### config.mk
export PLATFORM = sky130hd
export DESIGN_NAME = flash_bus_front
export DESIGN_NICKNAME = d
export VERILOG_FILES = /design/src/rtl/flash_fe_pkg.sv /design/src/rtl/flash_fe_deglitch.sv /design/src/rtl/flash_fe_delay.sv /design/src/rtl/flash_fe_capture.sv /design/src/rtl/flash_fe_standby.sv /design/src/rtl/flash_bus_front.sv
export SDC_FILE = /design/constraint.sdc
export NUM_CORES = 1
export LEC_CHECK = 0
export BUFFER_PORTS_ARGS = -buffer_cell sky130_fd_sc_hd__clkbuf_2
export CAP_MARGIN = 20
export CORE_UTILIZATION = 50
export DETAILED_ROUTE_END_ITERATION = 8
export GPL_TIMING_DRIVEN = 0
export PLACE_DENSITY = 0.72
export SETUP_SLACK_MARGIN = 0.02
export SYNTH_ARGS = -nofsm -noshare
export SYNTH_HDL_FRONTEND = slang
export SYNTH_HIERARCHICAL = 1
export SYNTH_SLANG_ARGS = --single-unit
### constraint.sdc
create_clock -name clk -period 4.35 [get_ports clk]
set_clock_uncertainty 0.15 [all_clocks]
set_input_delay 0.435 -clock clk [delete_from_list [all_inputs] [get_ports clk]]
set_output_delay 0.435 -clock clk [all_outputs]
set_load 0.02 [all_outputs]
### src/rtl/flash_fe_pkg.sv
package flash_fe_pkg;

  typedef enum logic [1:0] {
    CAP_IDLE  = 2'd0,
    CAP_WRITE = 2'd1,
    CAP_BLOCK = 2'd2
  } cap_state_e;

  // clock count that covers a duration given in nanoseconds
  function automatic int ns_to_cyc(input int ns, input int clk_ns);
    return (ns + clk_ns - 1) / clk_ns;
  endfunction

endpackage

### src/rtl/flash_fe_deglitch.sv
module flash_fe_deglitch #(
  parameter int FILT_CYC = 2
) (
  input  logic clk,
  input  logic rst_n,
  input  logic pin_n,
  output logic lvl_o
);
  localparam int CW = $clog2(FILT_CYC + 1);
  localparam logic [CW-1:0] LIM = CW'(FILT_CYC - 1);

  logic s1_q, s2_q, lvl_q;
  logic [CW-1:0] cnt_q;

  always_ff @(posedge clk or negedge rst_n) begin
    if (!rst_n) begin
      s1_q  <= 1'b1;
      s2_q  <= 1'b1;
      lvl_q <= 1'b1;
      cnt_q <= '0;
    end else begin
      s1_q <= pin_n;
      s2_q <= s1_q;
      if (s2_q == lvl_q) begin
        cnt_q <= '0;
      end else if (cnt_q == LIM) begin
        lvl_q <= s2_q;
        cnt_q <= '0;
      end else begin
        cnt_q <= cnt_q + 1'b1;
      end
    end
  end

  assign lvl_o = lvl_q;

  AST_FILT_SETTLED: assert property (@(posedge clk) disable iff (!rst_n)
    (lvl_q != $past(lvl_q)) |-> ($past(s2_q) == lvl_q));

endmodule

### src/rtl/flash_fe_delay.sv
module flash_fe_delay #(
  parameter int W     = 26,
  parameter int DEPTH = 5
) (
  input  logic         clk,
  input  logic         rst_n,
  input  logic [W-1:0] din,
  output logic [W-1:0] head_o,
  output logic [W-1:0] next_o,
  output logic [W-1:0] tap_o
);
  logic [W-1:0] pipe_q [DEPTH];

  always_ff @(posedge clk or negedge rst_n) begin
    if (!rst_n) pipe_q[0] <= '0;
    else        pipe_q[0] <= din;
  end

  for (genvar i = 1; i < DEPTH; i++) begin : g_stage
    always_ff @(posedge clk or negedge rst_n) begin
      if (!rst_n) pipe_q[i] <= '0;
      else        pipe_q[i] <= pipe_q[i-1];
    end
  end

  assign head_o = pipe_q[0];
  assign next_o = pipe_q[1];
  assign tap_o  = pipe_q[DEPTH-1];

endmodule

### src/rtl/flash_fe_capture.sv
module flash_fe_capture
  import flash_fe_pkg::*;
#(
  parameter int AW = 18,
  parameter int DW = 8
) (
  input  logic          clk,
  input  logic          rst_n,
  input  logic          ce_f,
  input  logic          oe_f,
  input  logic          we_f,
  input  logic [AW-1:0] bus_addr,
  input  logic [DW-1:0] bus_data,
  output logic          wr_valid,
  output logic [AW-1:0] wr_addr,
  output logic [DW-1:0] wr_data
);
  cap_state_e st_q;
  logic [AW-1:0] addr_q;
  logic [DW-1:0] data_q;
  logic vld_q;

  always_ff @(posedge clk or negedge rst_n) begin
    if (!rst_n) begin
      st_q   <= CAP_IDLE;
      addr_q <= '0;
      data_q <= '0;
      vld_q  <= 1'b0;
    end else begin
      vld_q <= 1'b0;
      unique case (st_q)
        CAP_IDLE: begin
          if (!ce_f && !we_f) begin
            if (oe_f) begin
              st_q   <= CAP_WRITE;
              addr_q <= bus_addr;
            end else begin
              st_q <= CAP_BLOCK;
            end
          end
        end
        CAP_WRITE: begin
          if (!oe_f) begin
            st_q <= CAP_BLOCK;
          end else if (ce_f || we_f) begin
            vld_q  <= 1'b1;
            data_q <= bus_data;
            st_q   <= CAP_IDLE;
          end
        end
        CAP_BLOCK: begin
          if (ce_f || we_f) st_q <= CAP_IDLE;
        end
        default: st_q <= CAP_IDLE;
      endcase
    end
  end

  assign wr_valid = vld_q;
  assign wr_addr  = addr_q;
  assign wr_data  = data_q;

  AST_STROBE_SINGLE: assert property (@(posedge clk) disable iff (!rst_n)
    wr_valid |=> !wr_valid);
  AST_STROBE_OE_HIGH: assert property (@(posedge clk) disable iff (!rst_n)
    wr_valid |-> $past(oe_f));

endmodule

### src/rtl/flash_fe_standby.sv
module flash_fe_standby #(
  parameter int STBY_CYC = 15
) (
  input  logic clk,
  input  logic rst_n,
  input  logic activity,
  output logic stby_o
);
  localparam int SW = $clog2(STBY_CYC + 1);
  localparam logic [SW-1:0] TOP = SW'(STBY_CYC);

  logic [SW-1:0] cnt_q;

  always_ff @(posedge clk or negedge rst_n) begin
    if (!rst_n)              cnt_q <= '0;
    else if (activity)       cnt_q <= '0;
    else if (cnt_q != TOP)   cnt_q <= cnt_q + 1'b1;
  end

  assign stby_o = (cnt_q == TOP);

  AST_STBY_DROP: assert property (@(posedge clk) disable iff (!rst_n)
    activity |=> !stby_o);

endmodule

### src/rtl/flash_bus_front.sv
module flash_bus_front
  import flash_fe_pkg::*;
#(
  parameter int AW        = 18,
  parameter int DW        = 8,
  parameter int CLK_NS    = 10,
  parameter int GLITCH_NS = 5,
  parameter int STBY_NS   = 150
) (
  input  logic          clk,
  input  logic          rst_n,
  input  logic          ce_n,
  input  logic          oe_n,
  input  logic          we_n,
  input  logic [AW-1:0] addr_i,
  input  logic [DW-1:0] dq_i,
  input  logic [DW-1:0] rd_data_i,
  output logic [DW-1:0] dq_o,
  output logic          dq_oe,
  output logic          wr_valid,
  output logic [AW-1:0] wr_addr,
  output logic [DW-1:0] wr_data,
  output logic          auto_stby
);
  localparam int FILT_CYC   = ns_to_cyc(GLITCH_NS, CLK_NS) + 1;
  localparam int STBY_CYC   = ns_to_cyc(STBY_NS, CLK_NS);
  localparam int PIPE_DEPTH = FILT_CYC + 3;
  localparam int BW         = AW + DW;

  // bit 0 chip enable, bit 1 output enable, bit 2 write enable
  logic [2:0] en_raw, en_f, en_prev_q;
  assign en_raw = {we_n, oe_n, ce_n};

  for (genvar i = 0; i < 3; i++) begin : g_en
    flash_fe_deglitch #(.FILT_CYC(FILT_CYC)) u_flt (
      .clk   (clk),
      .rst_n (rst_n),
      .pin_n (en_raw[i]),
      .lvl_o (en_f[i])
    );
  end

  logic [BW-1:0] bus_head, bus_next, bus_tap;

  flash_fe_delay #(.W(BW), .DEPTH(PIPE_DEPTH)) u_dly (
    .clk    (clk),
    .rst_n  (rst_n),
    .din    ({addr_i, dq_i}),
    .head_o (bus_head),
    .next_o (bus_next),
    .tap_o  (bus_tap)
  );

  flash_fe_capture #(.AW(AW), .DW(DW)) u_cap (
    .clk      (clk),
    .rst_n    (rst_n),
    .ce_f     (en_f[0]),
    .oe_f     (en_f[1]),
    .we_f     (en_f[2]),
    .bus_addr (bus_tap[BW-1:DW]),
    .bus_data (bus_tap[DW-1:0]),
    .wr_valid (wr_valid),
    .wr_addr  (wr_addr),
    .wr_data  (wr_data)
  );

  always_ff @(posedge clk or negedge rst_n) begin
    if (!rst_n) en_prev_q <= 3'b111;
    else        en_prev_q <= en_f;
  end

  logic bus_act;
  assign bus_act = (en_f != en_prev_q) || (bus_head != bus_next);

  flash_fe_standby #(.STBY_CYC(STBY_CYC)) u_stby (
    .clk      (clk),
    .rst_n    (rst_n),
    .activity (bus_act),
    .stby_o   (auto_stby)
  );

  assign dq_oe = !en_f[0] && !en_f[1] && en_f[2];
  assign dq_o  = dq_oe ? rd_data_i : '0;

  AST_NO_DRIVE_ON_STROBE: assert property (@(posedge clk) disable iff (!rst_n)
    wr_valid |-> !dq_oe);

endmodule

; ---- Word-level counts from Yosys, hierarchy flattened
; Cells that the tools add are included.
[classes]
add_sub_neg = 4
n_eq_ne = 13
n_mux = 17
bitwise_logic = 3
reduce_logical = 15
[op_table]
columns = op, count
row1 = 26-bit != test, 1
row2 = 2-bit two-way mux, 10
row3 = "2-bit by 1-bit == test with 1-bit output, second input constant", 4
row4 = 4-bit two-way mux, 2
row5 = 8-bit two-way mux, 1
row6 = "2-bit by 1-bit adder with 2-bit output, second input constant", 3
row7 = 2-bit case mux with 3 select lines, 1
row8 = 2-bit AND reduction, 3
row9 = 3-bit AND reduction, 2
row10 = "4-bit by 1-bit adder with 4-bit output, second input constant", 1
row11 = "4-bit == test, second input constant", 1
row12 = "4-bit != test, second input constant", 1
row13 = 1-bit == test, 3
row14 = 1-bit logical AND, 3
row15 = 1-bit zero test, 3
row16 = 1-bit two-way mux, 3
row17 = 3-bit != test, 1
row18 = 1-bit inverter, 3
row19 = "2-bit == test, second input constant", 1
row20 = 2-bit zero test, 1
row21 = 1-bit logical OR, 2
row22 = "2-bit by 1-bit != test with 1-bit output, second input constant", 1
row23 = 2-bit nonzero test, 1
[totals]
reg_bits = 181
out_inout_bits = 37
word_cells = 75

; ---- Depth between registers and ports, before layout
; Gate-level depths: netlist (run 1).
[logic_depth]
depth_word = 4
depth_mapped = 7
ltp_nobuf = 6

; ---- Hierarchy
; The synthesis (run 1) kept the hierarchy.
[by_module_without_submodules]
columns = mod, instances, cells_each, area_per_inst_um2, seq_area_each_um2
row1 = flash_fe_delay, 1, 208, 3838.7, 3253.1
row2 = flash_fe_capture, 1, 66, 1102.3, 725.7
row3 = flash_fe_deglitch, 3, 10, 177.7, 128.9
row4 = flash_bus_front, 1, 51, 455.4, 78.8
row5 = flash_fe_standby, 1, 19, 215.2, 100.1

; ---- Worst setup path before layout (run 1)
; OpenSTA, ideal clock, no wires.
[synth_path]
path_kind = flip-flop to output port
start = reg g_en[2].u_flt.lvl_q
end = out dq_o[0]
arrival_ns = 1.430
path_slack_ns = 2.335
path_stages_with_launch = 3
path_buffers = 0
path_cell_list = dfstp_2 nor3b_2 and2_1
[synth_via]
elab_chain_len = 2
[synth_lines]
columns = item, line_no
row1 = "start, declared", flash_fe_deglitch.sv:12  ; logic s1_q, s2_q, lvl_q;
row2 = "start signal, assigned", flash_fe_deglitch.sv:27  ; lvl_q <= s2_q;
row3 = 1-bit logical AND, flash_bus_front.sv:82  ; assign dq_oe = !en_f[0] && !en_f[1] && en_f[2];
row4 = named net dq_oe, flash_bus_front.sv:19  ; output logic dq_oe,
row5 = 8-bit two-way mux, flash_bus_front.sv:83  ; assign dq_o = dq_oe ? rd_data_i : '0;
row6 = "end, declared", flash_bus_front.sv:18  ; output logic [DW-1:0] dq_o,
; The timed path passes the listed nets, and every way through them passes these cells.

; ---- Worst setup path in the final report (run 1)
[layout_path]
start = reg g_en[2].u_flt.lvl_q
end = out dq_o[6]
[layout_via]
elab_chain_len = 2
[layout_lines]
columns = item, line_no
row1 = 1-bit logical AND, flash_bus_front.sv:82
row2 = 8-bit two-way mux, flash_bus_front.sv:83
; No other way between the ends.

==> results.txt, run 1 <==
Design Area, Final = 0.00767 mm^2
number of cell rows = 40
Seq/Total Area, Yosys = 74.0%
Tcrit/Tclk final = 55.9%
Pins Over Slew Limit = 0
Post-DP Area = 0.00674 mm^2
final number of hold-violating endpoints = 0
Root Buffer Master = clkbuf_16
DRT iter0 DRCs = 138
HPWL reported at the end of detailed placement = 5.26 mm
f_max = 411 MHz
Slew @ Worst Pin = 0.848 ns
ANT nets after route = 0
core footprint = 0.0120 mm^2
gr usage total = 15.1%
Die Area = 0.0127 mm^2
Final Setup Violations = 0
drt wl/cell = 12.8 um
Nets = 539
CTS tree = done
drt total wl = 8.44 mm
Syn Area/Cell = 16.4 um^2
I/O Buffers = 75
crit start category = flop
RSZ-0062 raised after global routing = no
Initial Util = 51.2%
post-CTS sizing = 0
PwrDens = 589 mW/mm^2
Vias/cell = 4.49
Area growth syn-to-layout = 24.8%
cell count after synthesis = 374
count of max-cap constraint violations = 0
critical path peak fanout = 9
via count = 2956
clk_lat worst skew = 0.41 ns
Clk pin slew, worst setup/hold paths = 0.06 ns
Slew headroom = 43.1%
HP Class = reg -> reg
Num CTS Buffers = 17
utilization after layout = 63.9%
Die Wd = 113 um
RD Place Congestion = 0.708
GRT overflow = 0
Leakage = 3.64 nW
Synth Net Count = 414
total power = 4.52 mW
crit path kind = reg -> out
IO Pins = 76
H-Tree Depth = 4
worst-case vdd ir drop = 304 uV
drt pass-1 iters = 3
detailed-route DRC error count = 0
crit path DAT = 1.85 ns
min Tclk post-route = 2.43 ns
vias in the first global route = 3006
outcome = completed
largest net degree at the start of global routing = 117
initial antenna violation count = 0
Cell variety after synth = 33
fraction of layout cells with a size suffix above 1 = 46.1%
kind of end point of the critical path = primary output
ant diodes = 0
global-route wire length before repair = 14.2 mm
clock buffer depth = 2
synthesized cell area = 0.00614 mm^2
clock sink count = 181
Critical Path RT = 3.76 ns
die height = 113 um
#FFs+latches synth = 181
Syn. warnings = 6
==> power by group <==
part	switching, mW	internal (mW)	leakage, nW
clock	0.580	0.993	0.316
sequential	0.157	1.95	2.13
combinational	0.427	0.416	1.19
==> cell families after synthesis <==
logic type      synth area share, %
simple gates                   4.99
fa+ha+maj                     0.204
flops                          74.0
xor+xnor                       4.56
buf+inv                        9.86
compound gates                0.774
mux                            5.66
==> registers in the layout, indices dropped and copies added (netlist names), 4 cells and up <==
signal and count:
u_dly/head_o 26, g_en.u_flt/cnt_q 6, u_dly/pipe_q 52, u_dly/next_o 26, u_dly/tap_o 26, u_cap/wr_data 8
u_stby/cnt_q 4, u_cap/wr_addr 18
==> final timing paths <==
| path | start | end | slack (ns) | cells past startpoint |
|---|---|---|---|---|
| setup reg to reg | g_en[1].u_flt/lvl_o$_DFFE_PN1P_ | u_cap/wr_addr[9]$_DFFE_PN0P_ | 2.04 | 4 |
| setup / recovery | g_en[2].u_flt/lvl_o$_DFFE_PN1P_ | dq_o[6] | 1.92 | 3 |
| hold / removal | u_dly/pipe_q[65]$_DFF_PN0_ | u_dly/pipe_q[39]$_DFF_PN0_ | 0.19 | 0 |
| min in group asynchronous | rst_n | u_dly/next_o[4]$_DFF_PN0_ | 0.42 | 2 |
| max in group asynchronous | rst_n | g_en[0].u_flt/s2_q$_DFF_PN1_ | 2.71 | 3 |
| hold reg to reg | u_dly/pipe_q[65]$_DFF_PN0_ | u_dly/pipe_q[39]$_DFF_PN0_ | 0.19 | 0 |
==> timing repair <==
action / CTS / global route
hold endpoints to repair: 94 / 0
buffers inserted: 0 / 0
hold buffers: 30 / 0
==> cells in the mapped netlist (all sizes together) <==
library cell  number  area (um^2)
xor2              10         87.6
and2b              1         7.51
mux2i              1         10.0
ha                 1         12.5
mux2              29          338
a21oi              2         10.0
nor3               4         20.0
a31oi              1         6.26
inv                1         3.75
dfstp             12          315
nand2b             3         18.8
nand4              6         37.5
nand3              1         5.00
nor4               4         40.0
nor3b              4         35.0
and3b              1         8.76
xnor2             22          193
and2               8         50.1
dfrtp            169         4230
o211a              1         10.0
and3               2         17.5
nor2b              4         47.6
a31o               1         8.76
buf               80          602
a211oi             1         12.5
nor2               5         18.8
==> cells in the final DEF (no fill, tap or decap), drive strengths merged <==
cell         Yosys  routed
a211oi           1       1
a21oi            2       2
a31o             1       1
a31oi            1       1
and2             8       8
and2b            1       1
and3             2       2
and3b            1       1
buf             80      81
bufinv           0       3
clkbuf           0      99
clkinv           0       5
dfrtp          169     169
dfstp           12      12
dlygate4sd3      0      30
ha               1       1
inv              1       1
mux2            29      29
mux2i            1       1
nand2b           3       3
nand3            1       1
nand4            6       6
nor2             5       5
nor2b            4       4
nor3             4       4
nor3b            4       4
nor4             4       4
o211a            1       1
xnor2           22      22
xor2            10      10
==> critical path: stages, from the launching register on <==
cell	delay (ns)
dfstp_2	0.66
nor3b_2	0.40
and2_1	0.21
clkbuf_2	0.17
==> per-layer routing <==
metal	vias up	track usage [%]	routed length (um)
li1	1395	-	-
met2	56	24.7	4500
met1	1489	18.2	3450
met3	16	4.02	262
met5	-	0	0
met4	0	9.21	227
==> cell type report <==
| class | count | area (um^2) |
|---|---|---|
| Inverter | 1 | 3.75 |
| Timing Repair Buffer | 106 | 712 |
| Clock inverter | 8 | 119 |
| Multi-Input combinational cell | 112 | 995 |
| Fill cell | 916 | 4340 |
| Tap cell | 147 | 184 |
| Buffer | 80 | 602 |
| Sequential cell | 181 | 4540 |
| Clock buffer | 24 | 512 |
==> stage by stage <==
stage	setup slack (ns)	setup TNS (ns)	std cells	hold slack [ns]
after floorplan	2.34	0	374	-0.0106
after CTS	1.89	0	659	0.195
after global routing	1.80	0	659	0.199
final	1.92	0	659	0.191
after detailed placement	1.97	0	597	0.185
after global placement	-0.422	-69.16	596	0.181
(Power assumes the default switching activity.)
==> inputs of run 2 (changes only) <==
Settings changed: PLACE_DENSITY 0.72 to 0.75.
Clock period 4.35 ns to 2.2 ns, I/O delays scaled along.
==> run 2 against run 1 <==
Count of clock-buffer cells in the layout did not move. Register-to-register slack worse by 1.9 ns. Sequential cell count stayed put. Die area stayed put. Cell count increased by 0.61%. Sequential share of layout area increased by 0.087 points. Power grew 91%. Worst setup slack got worse by 1.9 ns. Hold slack gained 0.0040 ns. Clock power rose by 73%. Combinational power rose by 110%. Critical path type unchanged. Critical endpoint is now dq_o[2].
==> results.txt, run 2 (synthesized netlist as in run 1, its figures left out) <==
Comb power frac = 20.3% (was 18.7%)
hold slack = 0.195 ns (was 0.191 ns)
Final Setup Violations = 0 (unchanged)
Root Buffer Master = clkbuf_16 (unchanged)
ant diodes = 0 (unchanged)
Slew headroom = 53.2% (was 43.1%)
number of cell rows = 40 (unchanged)
Setup crit start = g_en[2].u_flt/lvl_o$_DFFE_PN1P_ (unchanged)
min Tclk post-route = 2.15 ns
Top reg by flops = u_dly/pipe_q (unchanged)
f_max = 464 MHz
crit path cell chain = nor3b_4 -> and2_1 -> clkbuf_2 (was nor3b_2 -> and2_1 -> clkbuf_2)
Slew @ Worst Pin = 0.702 ns (was 0.848 ns)
HPWL reported at the end of detailed placement = 5.33 mm (was 5.26 mm)
HP Class = reg -> reg (unchanged)
Area growth syn-to-layout = 24.7% (was 24.8%)
Die Wd = 113 um (unchanged)
utilization after layout = 63.8% (was 63.9%)
outcome = completed (unchanged)
largest net degree at the start of global routing = 92 (was 117)
Clk network pwr share = 31.5% (was 34.8%)
ANT nets after route = 0 (unchanged)
worst-case vdd ir drop = 507 uV (was 304 uV)
RSZ-0062 raised after global routing = yes (was no)
crit path kind = reg -> out (unchanged)
final number of hold-violating endpoints = 0 (unchanged)
clock sink count = 181 (unchanged)
Num CTS Buffers = 17 (unchanged)
area occupied by multi-input gates = 0.00102 mm^2 (was 995 um^2)
Slowest-stage cell, CP = dfstp_2 (unchanged)
Worst Setup EP = dq_o[2] (was dq_o[6])
IO Pins = 76 (unchanged)
core footprint = 0.0120 mm^2 (unchanged)
Initial Util = 51.2% (unchanged)
register area = 0.00454 mm^2 (unchanged)
most frequent cells in the layout = dfrtp_1 (169), buf_4 (84), clkbuf_2 (70) (was dfrtp_1 (169), buf_4 (78), clkbuf_2 (74))
Vias/cell = 4.52 (was 4.49)
gr usage total = 15.6% (was 15.1%)
Filler Cell Count = 893 (was 916)
worst path bufs/invs = 1 (unchanged)
global-route wire length before repair = 14.5 mm (was 14.2 mm)
kind of end point of the critical path = primary output (unchanged)
Sw Ratio = 26.9% (was 25.8%)
reg-to-reg slack, setup = 0.13 ns (was 2.04 ns)
initial antenna violation count = 0 (unchanged)
die height = 113 um (unchanged)
vias in the first global route = 3133 (was 3006)
most common cell after layout, fill and taps aside = dfrtp_1 (unchanged)
DRT iter0 DRCs = 50 (was 138)
Internal = 6.32 mW (was 3.36 mW)
crit start category = flop (unchanged)
Psw = 2.32 mW (was 1.16 mW)
clk_lat worst skew = 0.42 ns (was 0.41 ns)
H-Tree Depth = 4 (unchanged)
via count = 2997 (was 2956)
Crit Reg-Reg Startpoint = g_en[2].u_flt/lvl_o$_DFFE_PN1P_ (was g_en[1].u_flt/lvl_o$_DFFE_PN1P_)
Design Area, Final = 0.00766 mm^2 (was 0.00767 mm^2)
max incr delay on CP = 0.66 ns (about the same)
Leakage = 3.63 nW (was 3.64 nW)
Pins Over Slew Limit = 0 (unchanged)
detailed-route DRC error count = 0 (unchanged)
r2r endpoint = u_stby/cnt_q[1]$_DFFE_PN0P_ (was u_cap/wr_addr[9]$_DFFE_PN0P_)
I/O Buffers = 75 (unchanged)
CTS tree = done (unchanged)
Critical Path RT = 1.83 ns (was 3.76 ns)
reg2reg path depth = 6 (was 4)
PwrDens = 1130 mW/mm^2 (was 589 mW/mm^2)
instance count on the critical path = 3 (unchanged)
drt wl/cell = 13.1 um (was 12.8 um)
Seq pwr share = 48.2% (was 46.5%)
Post-DP Area = 0.00674 mm^2 (unchanged)
drt pass-1 iters = 4 (was 3)
count of max-cap constraint violations = 0 (unchanged)
GRT overflow = 0 (unchanged)
Die Area = 0.0127 mm^2 (unchanged)
total power = 8.64 mW (was 4.52 mW)
Nets = 543 (was 539)
Tcrit/Tclk final = 97.9%
critical path peak fanout = 9 (unchanged)
drt total wl = 8.67 mm (was 8.44 mm)
clock buffer depth = 2 (unchanged)
Largest register FFs = 52 (unchanged)
delay-heaviest family, CP = flip-flops (unchanged)
crit path DAT = 1.78 ns (was 1.85 ns)
Clk pin slew, worst setup/hold paths = 0.06 ns (about the same)
RD Place Congestion = 0.711 (was 0.708)
fraction of layout cells with a size suffix above 1 = 46.5% (was 46.1%)
## run 2: per-layer routing
metal,track usage [%],vias up,routed length [um]
met5,0,-,0
met4,10.4,0,282
met3,5.09,21,278
met2,27.3,56,4860
met1,16.1,1516,3250
li1,-,1404,-
## run 2: what timing repair did
action                                  4_1_cts  5_1_grt
endpoints found under the setup margin       21       10
setup buffers                                 2        2
endpoints found under the hold margin       118        0
gates resized for setup                       3       10
pin swaps                                     1        6
hold buffers                                 30        0
## run 2: per-stage QoR
stage                     setup TNS (ns)  instances  setup WS (ns)
after floorplan                        0        374          0.326
after global placement           -402.60        596          -2.31
after detailed placement           -1.58        597         -0.151
after CTS                              0        661         0.0107
after global routing              -0.142        663        -0.0322
final                                  0        663         0.0452
## run 2: worst register-to-register path, delay by kind of cell (launching register included)
family / cells / cell delay (ns)
xor+xnor: 1 / 0.15
flops: 1 / 0.66
mux: 1 / 0.12
simple gates: 4 / 0.90
## run 2: cell type report
type	instances	share of cell area, %
Tap cell	147	2.40
Inverter	1	0.0490
Buffer	80	7.86
Timing Repair Buffer	110	9.92
Multi-Input combinational cell	112	13.3
Clock inverter	8	0.637
Sequential cell	181	59.3
Clock buffer	24	6.55
## run 2: power groups by stage
stage	registers (mW)	logic, mW	clock network, mW
2_1_floorplan	4.46	0.826	0
3_3_place_gp	4.19	1.59	0
3_5_place_dp	4.23	1.65	0
4_1_cts	4.18	1.73	2.82
5_1_grt	4.22	1.90	2.96
6_report	4.16	1.75	2.72
## run 2: worst min-delay path by stage
stage / from / end / slack, ns / depth (start not counted)
6_report: u_dly/pipe_q[27]$_DFF_PN0_ / u_dly/tap_o[1]$_DFF_PN0_ / 0.19 / 0
5_1_grt: u_dly/pipe_q[32]$_DFF_PN0_ / u_dly/tap_o[6]$_DFF_PN0_ / 0.20 / 0
4_1_cts: u_dly/pipe_q[74]$_DFF_PN0_ / u_dly/pipe_q[48]$_DFF_PN0_ / 0.20 / 0
3_5_place_dp: ce_n / g_en[0].u_flt/s1_q$_DFF_PN1_ / 0.16 / 1
3_3_place_gp: ce_n / g_en[0].u_flt/s1_q$_DFF_PN1_ / 0.16 / 1
2_1_floorplan: rst_n / g_en[0].u_flt/cnt_q[0]$_DFF_PN0_ / -0.23 / 0
==> inputs of run 3 (changes only) <==
Settings changed: PLACE_DENSITY 0.75 to 0.73.
==> run 3 against run 2 <==
Worst setup slack gained 0.082 ns. Hold slack got worse by 0.00099 ns. Sequential share of layout area up 0.21 points. Via count fell by 1.7%. Core utilization is 0.23 points lower. Sequential cell count unchanged. First-iteration DRC count increased by 120%. Cell count is 0.30% higher. Combinational power barely moved. Register-to-register slack better by 0.02 ns. Global-route usage shrank 0.30 points. Design area fell by 0.36%. Critical path type unchanged. Critical endpoint unchanged. Largest power group unchanged.
==> results.txt, run 3 (synthesized netlist as in run 1, its figures left out) <==
IO Pins = 76 (unchanged)
HPWL reported at the end of detailed placement = 5.25 mm (was 5.33 mm)
DRT iter0 DRCs = 110 (was 50)
GRT overflow = 0 (unchanged)
crit path cell chain = nor3b_4 -> and2_1 -> clkbuf_4 (was nor3b_4 -> and2_1 -> clkbuf_2)
detailed-route DRC error count = 0 (unchanged)
Slew @ Worst Pin = 0.575 ns (was 0.702 ns)
gr usage total = 15.3% (was 15.6%)
ant diodes = 0 (unchanged)
Post-DP Area = 0.00674 mm^2 (unchanged)
utilization after layout = 63.5% (was 63.8%)
non-filler instance count after layout = 665 (was 663)
worst-case vdd ir drop = 503 uV (was 507 uV)
reg2reg path depth = 6 (unchanged)
hold endpoint = u_dly/pipe_q[47]$_DFF_PN0_ (was u_dly/tap_o[1]$_DFF_PN0_)
clk_lat worst skew = 0.42 ns (about the same)
clock sink count = 181 (unchanged)
outcome = completed (unchanged)
Design Area, Final = 0.00763 mm^2 (was 0.00766 mm^2)
number of cell rows = 40 (unchanged)
Clk pin slew, worst setup/hold paths = 0.06 ns (about the same)
hold slack = 0.194 ns (was 0.195 ns)
global-route wire length before repair = 14.4 mm (was 14.5 mm)
clock buffer depth = 2 (unchanged)
reg-to-reg slack, setup = 0.15 ns (was 0.13 ns)
Die Area = 0.0127 mm^2 (unchanged)
kind of end point of the critical path = primary output (unchanged)
vias in the first global route = 3058 (was 3133)
final number of hold-violating endpoints = 0 (unchanged)
RD Place Congestion = 0.684 (was 0.711)
core footprint = 0.0120 mm^2 (unchanged)
Top reg by flops = u_dly/pipe_q (unchanged)
crit start category = flop (unchanged)
Leakage = 3.62 nW (was 3.63 nW)
fraction of layout cells with a size suffix above 1 = 45.8% (was 46.5%)
drt total wl = 8.41 mm (was 8.67 mm)
crit path DAT = 1.70 ns (was 1.78 ns)
critical path peak fanout = 8 (was 9)
worst hold stages = 0 (unchanged)
Vias/cell = 4.43 (was 4.52)
Area growth syn-to-layout = 24.2% (was 24.7%)
PwrDens = 1120 mW/mm^2 (was 1130 mW/mm^2)
Die Wd = 113 um (unchanged)
Slowest-stage cell, CP = dfstp_2 (unchanged)
Tcrit/Tclk final = 94.2% (was 97.9%)
Placed Instances = 597 (unchanged)
via count = 2947 (was 2997)
most common cell after layout, fill and taps aside = dfrtp_1 (unchanged)
r2r endpoint = u_stby/cnt_q[3]$_DFFE_PN0P_ (was u_stby/cnt_q[1]$_DFFE_PN0P_)
Nets = 545 (was 543)
f_max = 483 MHz (was 464 MHz)
Pins Over Slew Limit = 0 (unchanged)
HP Class = reg -> reg (unchanged)
min Tclk post-route = 2.07 ns (was 2.15 ns)
Initial Util = 51.2% (unchanged)
Critical Path RT = 1.83 ns (about the same)
Final Setup Violations = 0 (unchanged)
Hold Path Origin = u_dly/pipe_q[73]$_DFF_PN0_ (was u_dly/pipe_q[27]$_DFF_PN0_)
H-Tree Depth = 4 (unchanged)
Root Buffer Master = clkbuf_16 (unchanged)
CTS tree = done (unchanged)
RSZ-0062 raised after global routing = no (was yes)
Crit Reg-Reg Startpoint = g_en[1].u_flt/lvl_o$_DFFE_PN1P_ (was g_en[2].u_flt/lvl_o$_DFFE_PN1P_)
total negative slack = 0 ns (unchanged)
Slew headroom = 61.7% (was 53.2%)
ANT nets after route = 0 (unchanged)
max incr delay on CP = 0.62 ns (was 0.66 ns)
I/O Buffers = 75 (unchanged)
crit path kind = reg -> out (unchanged)
most frequent cells in the layout = dfrtp_1 (169), buf_4 (83), clkbuf_2 (73) (was dfrtp_1 (169), buf_4 (84), clkbuf_2 (70))
initial antenna violation count = 0 (unchanged)
drt pass-1 iters = 4 (unchanged)
drt wl/cell = 12.6 um (was 13.1 um)
Num CTS Buffers = 17 (unchanged)
largest net degree at the start of global routing = 109 (was 92)
Largest register FFs = 52 (unchanged)
die height = 113 um (unchanged)
count of max-cap constraint violations = 0 (unchanged)
run 3: cell types whose count changed in the layout (fill, tap and decap cells not counted), sizes merged:
cell      change
buf           -3
clkbuf        +7
clkinv        -1
clkinvlp      -2
nor3b         +1
run 3: how the worst max path moves through the flow:
stage,cells past startpoint,slack (ns),start,to
6_report,3,0.13,g_en[2].u_flt/lvl_o$_DFFE_PN1P_,dq_o[2]
5_1_grt,7,0.05,u_dly/next_o[19]$_DFF_PN0_,u_stby/cnt_q[3]$_DFFE_PN0P_
4_1_cts,3,0.003,g_en[2].u_flt/lvl_o$_DFFE_PN1P_,dq_o[2]
3_5_place_dp,4,-0.16,g_en[1].u_flt/lvl_o$_DFFE_PN1P_,u_cap/wr_addr[15]$_DFFE_PN0P_
3_3_place_gp,1,-2.32,rst_n,u_dly/pipe_q[28]$_DFF_PN0_
2_1_floorplan,4,0.33,g_en[1].u_flt/lvl_o$_DFFE_PN1P_,u_cap/wr_addr[10]$_DFFE_PN0P_
run 3: report_power, final:
group | switching (mW) | leakage [nW] | internal [mW]
combinational | 0.888 | 1.23 | 0.879
clock | 1.12 | 0.259 | 1.52
sequential | 0.290 | 2.13 | 3.85
total | 2.29 | 3.62 | 6.25
run 3: metrics by stage:
step | setup slack [ns] | power [mW]
after global routing | 0.0483 | 8.98
after floorplan | 0.326 | 5.28
after CTS | 0.00319 | 8.63
after global placement | -2.32 | 5.78
after detailed placement | -0.163 | 5.88
final | 0.127 | 8.54
run 3: critical path: cells and delay by family, from the launching register on:
kind / cells / cell delay, ns
flops: 1 / 0.62
simple gates: 2 / 0.48
buf+inv: 1 / 0.17
run 3: what timing repair did:
action | in CTS | in global routing
hold buffers | 30 | 0
endpoints found under the hold margin | 91 | 0
gates cloned | 0 | 1
setup endpoints to repair | 21 | 9
pin swaps | 3 | 3
buffers inserted | 2 | 3
gates resized for setup | 4 | 0
run 3: area by class of cell:
class	instances	area [um^2]
clock buffer	27	493
tap	147	184
multi-input combinational	113	1030
timing repair buffer	111	752
inverter	1	3.75
sequential	181	4540
fill	886	4380
buffer	80	602
clock inverter	5	25.0
run 3: per-layer routing:
layer | vias to the layer above | GRT usage, % | wire, um
met1 | 1469 | 17.3 | 3400
met2 | 52 | 26.3 | 4560
li1 | 1409 | - | -
met5 | - | 0 | 0
met4 | 0 | 8.16 | 180
met3 | 17 | 4.66 | 264
